File: config.mk
export PLATFORM = sky130hd
export DESIGN_NAME = rx_dest_filter
export DESIGN_NICKNAME = d
export VERILOG_FILES = /design/src/rtl/rxaf_pkg.sv /design/src/rtl/rxaf_cfg_regs.sv /design/src/rtl/rxaf_capture.sv /design/src/rtl/rxaf_decide.sv /design/src/rtl/rx_dest_filter.sv
export SDC_FILE = /design/constraint.sdc
export NUM_CORES = 1
export LEC_CHECK = 0
export CORE_MARGIN = 4
export CORE_UTILIZATION = 55
export CTS_CLUSTER_DIAMETER = 80
export DETAILED_ROUTE_END_ITERATION = 8
export PLACE_DENSITY = 0.73
export RECOVER_POWER = 50
export SYNTH_ARGS = -nofsm -noshare
export SYNTH_HDL_FRONTEND = slang
export SYNTH_SLANG_ARGS = --single-unit
File: constraint.sdc
create_clock -name clk -period 3.07 [get_ports clk]
set_input_delay 0.307 -clock clk [delete_from_list [all_inputs] [get_ports clk]]
set_output_delay 0.307 -clock clk [all_outputs]
set_load 0.03 [all_outputs]
File: src/rtl/rxaf_pkg.sv
// Package: shared constants, register offsets, configuration type and the
// per-byte hash CRC step used by the destination address filter.
package rxaf_pkg;

    localparam int BYTE_W     = 8;
    localparam int ADDR_BYTES = 6;
    localparam int ADDR_W     = ADDR_BYTES * BYTE_W;
    localparam int REG_W      = 32;
    localparam int OFS_W      = 12;
    localparam int HWORD_W    = 16;
    localparam int STA_WORDS  = ADDR_W / HWORD_W;
    localparam int HASH_WORDS = 4;
    localparam int HASH_BITS  = HASH_WORDS * HWORD_W;
    localparam int IDX_W      = $clog2(HASH_BITS);
    localparam int CRC_W      = 32;

    localparam logic [CRC_W-1:0] CRC_POLY = 32'hEDB88320;
    localparam logic [CRC_W-1:0] CRC_SEED = 32'hFFFFFFFF;

    // Control register bit positions
    localparam int CTL_EN_BIT   = 0;
    localparam int CTL_PROM_BIT = 6;
    localparam int CTL_HASH_BIT = 11;

    // Register offsets; station word k sits at STA_OFS + 4k (word 2 = bytes 0,1),
    // hash word j sits at HASH_TOP_OFS - 4j.
    localparam logic [OFS_W-1:0] CTL_OFS      = 12'h30C;
    localparam logic [OFS_W-1:0] STA_OFS      = 12'h318;
    localparam logic [OFS_W-1:0] HASH_TOP_OFS = 12'h34C;

    typedef struct packed {
        logic                 rx_en;
        logic                 promisc;
        logic                 hash_en;
        logic [ADDR_W-1:0]    station;
        logic [HASH_BITS-1:0] table_bits;
    } rxaf_cfg_t;

    typedef enum logic [2:0] {
        V_REJECT,
        V_PROMISC,
        V_STATION,
        V_BCAST,
        V_HASH
    } rxaf_verdict_e;

    // One byte of the reflected hash CRC, data LSB first, no final inversion.
    function automatic logic [CRC_W-1:0] crc_byte(input logic [CRC_W-1:0] c,
                                                  input logic [BYTE_W-1:0] b);
        logic [CRC_W-1:0] r;
        r = c;
        for (int i = 0; i < BYTE_W; i++) begin
            if (r[0] ^ b[i]) r = (r >> 1) ^ CRC_POLY;
            else             r = r >> 1;
        end
        return r;
    endfunction

endpackage

File: src/rtl/rxaf_cfg_regs.sv
// Configuration registers: a write-only 32-bit register port updates the live
// fields; the live set is copied into the working set on each start of frame.
// Assumes single-cycle writes; offsets that decode to nothing are ignored.
module rxaf_cfg_regs
    import rxaf_pkg::*;
(
    input  logic             clk,
    input  logic             rst_n,
    input  logic             wr_en,
    input  logic [OFS_W-1:0] wr_addr,
    input  logic [REG_W-1:0] wr_data,
    input  logic             frame_start,
    output rxaf_cfg_t        active_cfg
);

    logic                 ctl_en_q, ctl_prom_q, ctl_hash_q;
    logic [ADDR_W-1:0]    sta_live;
    logic [HASH_BITS-1:0] hash_live;
    rxaf_cfg_t            live_cfg;
    logic                 unused_wdata;

    assign unused_wdata = ^{wr_data[REG_W-1:HWORD_W], wr_data[HWORD_W-1:CTL_HASH_BIT+1],
                            wr_data[CTL_HASH_BIT-1:CTL_PROM_BIT+1],
                            wr_data[CTL_PROM_BIT-1:CTL_EN_BIT+1]};

    // Control register: enable, promiscuous and hash-enable bits
    always_ff @(posedge clk) begin
        if (!rst_n) begin
            ctl_en_q   <= 1'b0;
            ctl_prom_q <= 1'b0;
            ctl_hash_q <= 1'b0;
        end else if (wr_en && wr_addr == CTL_OFS) begin
            ctl_en_q   <= wr_data[CTL_EN_BIT];
            ctl_prom_q <= wr_data[CTL_PROM_BIT];
            ctl_hash_q <= wr_data[CTL_HASH_BIT];
        end
    end

    genvar k;
    generate
        for (k = 0; k < STA_WORDS; k++) begin : g_sta
            localparam logic [OFS_W-1:0] OFS = STA_OFS + OFS_W'(4 * k);
            logic [HWORD_W-1:0] word_q;
            // Station word k: higher word index holds earlier address bytes
            always_ff @(posedge clk) begin
                if (!rst_n)                        word_q <= '0;
                else if (wr_en && wr_addr == OFS)  word_q <= wr_data[HWORD_W-1:0];
            end
            assign sta_live[HWORD_W*k +: HWORD_W] = word_q;
        end

        for (k = 0; k < HASH_WORDS; k++) begin : g_hash
            localparam logic [OFS_W-1:0] OFS = HASH_TOP_OFS - OFS_W'(4 * k);
            logic [HWORD_W-1:0] word_q;
            // Hash table word k: word 0 at the top offset, descending after
            always_ff @(posedge clk) begin
                if (!rst_n)                        word_q <= '0;
                else if (wr_en && wr_addr == OFS)  word_q <= wr_data[HWORD_W-1:0];
            end
            assign hash_live[HWORD_W*k +: HWORD_W] = word_q;
        end
    endgenerate

    // Gather the live fields into one record
    always_comb begin
        live_cfg.rx_en      = ctl_en_q;
        live_cfg.promisc    = ctl_prom_q;
        live_cfg.hash_en    = ctl_hash_q;
        live_cfg.station    = sta_live;
        live_cfg.table_bits = hash_live;
    end

    // Working copy: frozen for the duration of a frame
    always_ff @(posedge clk) begin
        if (!rst_n)           active_cfg <= '0;
        else if (frame_start) active_cfg <= live_cfg;
    end

endmodule

File: src/rtl/rxaf_capture.sv
// Address capture: counts the first ADDR_BYTES bytes of each frame, shifts them
// into an address register and runs the hash CRC alongside. Emits a one-cycle
// pulse when the address is complete, or when the frame ends early.
// Assumes at most one byte per cycle; a start byte always begins a new frame.
module rxaf_capture
    import rxaf_pkg::*;
#(
    parameter int N_BYTES = ADDR_BYTES
) (
    input  logic                      clk,
    input  logic                      rst_n,
    input  logic                      in_valid,
    input  logic                      in_sof,
    input  logic                      in_last,
    input  logic [BYTE_W-1:0]         in_data,
    output logic                      frame_start,
    output logic [N_BYTES*BYTE_W-1:0] dest_addr,
    output logic [IDX_W-1:0]          hash_idx,
    output logic                      full_pulse,
    output logic                      short_pulse
);

    localparam int AW    = N_BYTES * BYTE_W;
    localparam int CNT_W = $clog2(N_BYTES + 1);
    localparam logic [CNT_W-1:0] FINAL_CNT = CNT_W'(N_BYTES - 1);

    logic             active_q;
    logic [CNT_W-1:0] cnt_q;
    logic [AW-1:0]    addr_q;
    logic [CRC_W-1:0] crc_q;
    logic             full_q, short_q;
    logic             take_byte;

    assign frame_start = in_valid && in_sof;
    assign take_byte   = frame_start || (in_valid && active_q);

    // Frame tracking: byte count and the completion / early-end pulses
    always_ff @(posedge clk) begin
        if (!rst_n) begin
            active_q <= 1'b0;
            cnt_q    <= '0;
            full_q   <= 1'b0;
            short_q  <= 1'b0;
        end else begin
            full_q  <= 1'b0;
            short_q <= 1'b0;
            if (frame_start) begin
                cnt_q <= CNT_W'(1);
                if (in_last) begin
                    active_q <= 1'b0;
                    short_q  <= 1'b1;
                end else begin
                    active_q <= 1'b1;
                end
            end else if (in_valid && active_q) begin
                if (cnt_q == FINAL_CNT) begin
                    full_q   <= 1'b1;
                    active_q <= 1'b0;
                end else if (in_last) begin
                    short_q  <= 1'b1;
                    active_q <= 1'b0;
                end else begin
                    cnt_q <= cnt_q + CNT_W'(1);
                end
            end
        end
    end

    // Address shift register and running hash CRC
    always_ff @(posedge clk) begin
        if (!rst_n) begin
            addr_q <= '0;
            crc_q  <= CRC_SEED;
        end else if (take_byte) begin
            addr_q <= {addr_q[AW-BYTE_W-1:0], in_data};
            crc_q  <= crc_byte(frame_start ? CRC_SEED : crc_q, in_data);
        end
    end

    assign dest_addr   = addr_q;
    assign hash_idx    = crc_q[CRC_W-1 -: IDX_W];
    assign full_pulse  = full_q;
    assign short_pulse = short_q;

endmodule

File: src/rtl/rxaf_decide.sv
// Decision stage: applies the prioritised checks to a captured address and
// drives the one-cycle verdict. Purely combinational from registered inputs.
module rxaf_decide
    import rxaf_pkg::*;
(
    input  rxaf_cfg_t         cfg,
    input  logic [ADDR_W-1:0] dest_addr,
    input  logic [IDX_W-1:0]  hash_idx,
    input  logic              full_pulse,
    input  logic              short_pulse,
    output logic              dec_valid,
    output logic              dec_accept
);

    rxaf_verdict_e verdict;
    logic          station_hit, bcast_hit, hash_hit;

    assign station_hit = (dest_addr == cfg.station);
    assign bcast_hit   = &dest_addr;
    assign hash_hit    = cfg.table_bits[hash_idx];

    // Priority chain: promiscuous, station, broadcast, hash, else reject
    always_comb begin
        if (cfg.promisc)                  verdict = V_PROMISC;
        else if (station_hit)             verdict = V_STATION;
        else if (bcast_hit)               verdict = V_BCAST;
        else if (cfg.hash_en && hash_hit) verdict = V_HASH;
        else                              verdict = V_REJECT;
    end

    assign dec_valid  = full_pulse || short_pulse;
    assign dec_accept = full_pulse && cfg.rx_en && (verdict != V_REJECT);

endmodule

File: src/rtl/rx_dest_filter.sv
// Top of the receive destination address filter: register port, address
// capture with running hash, and the decision stage.
// Assumes one byte per cycle and a single clock domain.
module rx_dest_filter
    import rxaf_pkg::*;
(
    input  logic              clk,
    input  logic              rst_n,
    input  logic              cfg_wr_en,
    input  logic [OFS_W-1:0]  cfg_addr,
    input  logic [REG_W-1:0]  cfg_wdata,
    input  logic              rx_valid,
    input  logic              rx_sof,
    input  logic              rx_last,
    input  logic [BYTE_W-1:0] rx_data,
    output logic              dec_valid,
    output logic              dec_accept
);

    rxaf_cfg_t         active_cfg;
    logic              frame_start;
    logic [ADDR_W-1:0] dest_addr;
    logic [IDX_W-1:0]  hash_idx;
    logic              full_pulse, short_pulse;

    rxaf_cfg_regs u_regs (
        .clk         (clk),
        .rst_n       (rst_n),
        .wr_en       (cfg_wr_en),
        .wr_addr     (cfg_addr),
        .wr_data     (cfg_wdata),
        .frame_start (frame_start),
        .active_cfg  (active_cfg)
    );

    rxaf_capture #(.N_BYTES(ADDR_BYTES)) u_capture (
        .clk         (clk),
        .rst_n       (rst_n),
        .in_valid    (rx_valid),
        .in_sof      (rx_sof),
        .in_last     (rx_last),
        .in_data     (rx_data),
        .frame_start (frame_start),
        .dest_addr   (dest_addr),
        .hash_idx    (hash_idx),
        .full_pulse  (full_pulse),
        .short_pulse (short_pulse)
    );

    rxaf_decide u_decide (
        .cfg         (active_cfg),
        .dest_addr   (dest_addr),
        .hash_idx    (hash_idx),
        .full_pulse  (full_pulse),
        .short_pulse (short_pulse),
        .dec_valid   (dec_valid),
        .dec_accept  (dec_accept)
    );

endmodule

==> impl_metrics.prom <==
# TYPE chip_impl_metric gauge
chip_impl_info{name="run_status",value="complete, no violations"} 1
chip_impl_info{name="postSynth.topFlopCell",value="dfxtp_1"} 1
chip_impl_info{name="series_of_cell_instances_along_the_critical_path",value="buf_12, mux4_2, mux4_2, nor2_1, a21oi_1, nand4_1, a21oi_1, buf_4"} 1
chip_impl_metric{name="count_of_tritonroute_iterations_in_the_first_routing_pass",unit=""} 5
chip_impl_info{name="layout.cells.most_common_list",value="nand2_1 (568), dfxtp_1 (314), a21boi_0 (260)"} 1
chip_impl_metric{name="minimum_clock_period_after_layout",unit="ps"} 2944
chip_impl_metric{name="finalNetCount",unit=""} 1678
chip_impl_metric{name="post_synth_inst_count",unit=""} 1629
chip_impl_metric{name="setup_slack",unit="ps"} 126.0
chip_impl_metric{name="cts_sinks",unit=""} 316
chip_impl_metric{name="design_power_total",unit="mW"} 9.464
chip_impl_metric{name="maxClockFrequency",unit="GHz"} 0.3397
chip_impl_info{name="cp-end-kind",value="primary output"} 1
chip_impl_metric{name="utilization",unit="%"} 63.88
chip_impl_metric{name="setup_violations",unit=""} 0
chip_impl_info{name="critPathSlowestCell",value="mux4_2"} 1
chip_impl_metric{name="reported_leakage_power",unit="nW"} 5.305
chip_impl_metric{name="post-cts-setup-buffer-count",unit=""} 0
chip_impl_metric{name="portBuffers",unit=""} 43
chip_impl_info{name="rsz_0062_raised_after_global_routing",value="false"} 1
chip_impl_info{name="layout.cells.most_common",value="nand2_1"} 1
chip_impl_metric{name="syn_to_final_growth",unit="%"} 12.81
chip_impl_metric{name="yosysSeqAreaShare",unit="%"} 45.40
chip_impl_metric{name="viasPerCell",unit=""} 5.545
chip_impl_metric{name="highest_ir_drop_seen_on_vdd",unit="uV"} 391.4
chip_impl_info{name="critPathKind",value="reg -> out"} 1
chip_impl_info{name="clock_tree_from_tritoncts",value="built"} 1
chip_impl_metric{name="critical_path.n_buffers_inverters",unit=""} 2
chip_impl_metric{name="share_of_final_layout_standard_cells_stronger_than_drive_strength_1",unit="%"} 7.073
chip_impl_info{name="most_area_consuming_cells_after_synthesis",value="dfxtp_1 (45%), nand2_1 (15%), a21boi_0 (14%), xnor2_1 (6.5%), mux4_2 (2.9%)"} 1
chip_impl_metric{name="timing.reg2reg.setup_slack",unit="ps"} 800
chip_impl_metric{name="fp.coreArea",unit="sq mm"} 0.02460
chip_impl_metric{name="design.portCount",unit=""} 60
chip_impl_metric{name="number_of_nets_with_antenna_violations_after_detailed_routing",unit=""} 0
chip_impl_metric{name="die_width",unit="microns"} 167.2
chip_impl_metric{name="total_wire_length",unit="mm"} 34.33
chip_impl_info{name="family_with_the_most_delay_on_the_worst_path",value="multiplexers"} 1
chip_impl_metric{name="critical_path_peak_fanout",unit=""} 18
chip_impl_metric{name="antenna_cells",unit=""} 0
chip_impl_metric{name="hold_ws",unit="ps"} 282.7
chip_impl_metric{name="cts_inserted_buffers",unit=""} 34
chip_impl_metric{name="floorplan.initialDensity",unit="%"} 56.63
chip_impl_metric{name="timing_worst_slew_pin_value",unit="ps"} 944.3
chip_impl_info{name="hold_class",value="in -> reg"} 1
chip_impl_metric{name="dp_slack",unit="ps"} 319.1
chip_impl_metric{name="fp_rows",unit=""} 57
chip_impl_metric{name="route.detailed.wl_per_inst",unit="microns"} 17.48
chip_impl_info{name="holdPathEnd",value="u_capture.crc_q[16]"} 1
chip_impl_info{name="clk_root_buffer_cell",value="clkbuf_16"} 1
chip_impl_metric{name="synth_warnings",unit=""} 0
chip_impl_metric{name="fin_cells",unit=""} 1964
chip_impl_metric{name="globalRouteTotalUtil",unit="%"} 24.00
chip_impl_metric{name="max_stage_delay",unit="ps"} 550
chip_impl_info{name="reg_to_reg_critical_path_startpoint",value="u_capture.active_q"} 1
chip_impl_metric{name="grt_first_pass_wirelength",unit="mm"} 54.74
chip_impl_metric{name="reg2reg_depth",unit=""} 5
chip_impl_metric{name="final_hold_viol_count",unit=""} 0
chip_impl_metric{name="gr-total-overflow",unit=""} 0
chip_impl_metric{name="placed_cells_incl_taps",unit=""} 1906
chip_impl_metric{name="yosys.area.top_type_share",unit="%"} 45.40
chip_impl_metric{name="power_per_cell_area",unit="mW/mm^2"} 602.2
chip_impl_info{name="worst_r2r_endpoint",value="u_capture.dest_addr[40]"} 1
chip_impl_metric{name="htree_num_levels",unit=""} 2
chip_impl_metric{name="worstSkewPairLatency",unit="ps"} 520
chip_impl_metric{name="final_report_max_slew_violation_count",unit=""} 0
chip_impl_metric{name="required",unit="ps"} 2760
chip_impl_metric{name="syn-num-nets",unit=""} 1689
chip_impl_metric{name="drv.max_cap_violation_count",unit=""} 0
chip_impl_metric{name="detail_route.iter0.violations",unit=""} 916
chip_impl_metric{name="design_area",unit="sq mm"} 0.01572
chip_impl_metric{name="ys_seq_elements",unit=""} 316
chip_impl_metric{name="slew_headroom",unit="%"} 37.05
chip_impl_metric{name="crit_arrival",unit="ps"} 2640
chip_impl_metric{name="cts.path.max_buffers",unit=""} 3
chip_impl_metric{name="remaining_drc_errors",unit=""} 0
chip_impl_info{name="hold_path_startpoint",value="rst_n"} 1
chip_impl_metric{name="worstHoldPathCells",unit=""} 2
chip_impl_metric{name="first_global_vias",unit=""} 10160
chip_impl_metric{name="grt_max_degree",unit=""} 104
chip_impl_metric{name="netlist_area_before_placement",unit="sq mm"} 0.01393
chip_impl_metric{name="async_flop_share",unit="%"} 0
chip_impl_metric{name="setup_total_negative_slack",unit="ps"} 0
chip_impl_metric{name="fp.dieH",unit="microns"} 167.2
chip_impl_metric{name="synth_enable_flop_cells",unit=""} 0
chip_impl_info{name="worstSetupStartpointType",value="flop"} 1
chip_impl_metric{name="place_area",unit="sq mm"} 0.01459
chip_impl_metric{name="route.vias.total",unit=""} 10890
chip_impl_metric{name="finalClockSkew",unit="ps"} 9.282
chip_impl_metric{name="post_synth.cell_area_avg",unit="sq um"} 8.553
chip_impl_metric{name="clk_transition_reported_paths",unit="ps"} 60
chip_impl_metric{name="place_congestion",unit=""} 0.8806
chip_impl_metric{name="ys_types",unit=""} 51
chip_impl_metric{name="antenna_found_initial",unit=""} 0
chip_impl_metric{name="hpwlAfterDp",unit="mm"} 21.63
chip_impl_info{name="synth_area_leader_cell",value="dfxtp_1"} 1
chip_impl_metric{name="fin_crit_sh",unit="%"} 95.90
chip_impl_metric{name="area_of_the_die",unit="sq mm"} 0.02794
-- worst reg2reg max path: cells and delay by family, from the launching register on --
family | cells | cell delay, ps
DFF | 1 | 410
and+or+nand+nor | 3 | 780
buffers and inverters | 1 | 850
AOI/OAI and AO/OA | 1 | 180
-- kinds of logic after synthesis --
logic type | after synthesis | share of synthesized area [%]
and+or+nand+nor | 700 | 20.67
AOI/OAI and AO/OA | 320 | 17.12
DFF | 316 | 45.40
xor gates and xnor gates | 132 | 8.791
buffers and inverters | 122 | 3.556
muxes | 37 | 4.274
adders and majority gates | 2 | 0.1796
-- worst max-delay path by stage --
stage	depth (start not counted)	to	slack [ps]	start
floorplan	6	dec_accept	610	u_capture.crc_q[26]
global placement	7	u_capture.crc_q[21]	310	rx_valid
detailed placement	7	u_capture.crc_q[24]	320	rx_valid
CTS	6	dec_accept	30	u_capture.crc_q[26]
global route	8	dec_accept	20	u_capture.crc_q[27]
finish	8	dec_accept	130	u_capture.crc_q[27]
-- routing by layer --
| metal | global-route usage, % | vias up | wire length [microns] |
|---|---|---|---|
| li1 | - | 5354 | - |
| met1 | 34.62 | 5155 | 15710 |
| met2 | 37.27 | 317 | 15280 |
| met3 | 3.748 | 64 | 2442 |
| met4 | 7.657 | 0 | 898 |
| met5 | 0 | - | 0 |
-- synthesized netlist by cell type (19+ instances only) --
master	number
xnor2_1	104
xor2_1	22
dfxtp_1	316
nand2_1	569
buf_2	22
clkbuf_1	91
o211ai_1	32
nand4_1	25
nor2b_1	19
mux2i_1	19
nor2_1	37
a21boi_0	259
-- report_power, final --
part	switching [mW]	internal [mW]	total (mW)
combinational	0.556	0.465	1.02
clock	1.67	2.53	4.20
sequential	0.0807	4.16	4.24
-- registers in the layout (all words and copies together), names as in the netlist, 3 cells and up --
| signal | flops |
|---|---|
| u_capture.dest_addr | 48 |
| u_regs.g_hash.word_q | 64 |
| u_capture.crc_q | 32 |
| u_regs.g_sta.word_q | 48 |
| u_regs.active_cfg | 115 |
| u_capture.cnt_q | 3 |
-- final cells by class --
class,instances,area [sq um]
Fill cell,2097,8887
Clock buffer,53,1054
Timing Repair Buffer,72,696.9
Tap cell,324,405.4
Multi-Input combinational cell,1191,7126
Inverter,3,11.26
Sequential cell,316,6331
Clock inverter,5,93.84
-- timing repair --
action / 4_1_cts / 5_1_grt
resized for setup: 1 / 2
hold buffers: 0 / 0
endpoints found under the hold margin: 0 / 0
setup endpoints to repair: 1 / 1
No activity file was read; power rests on OpenSTA's default activity.
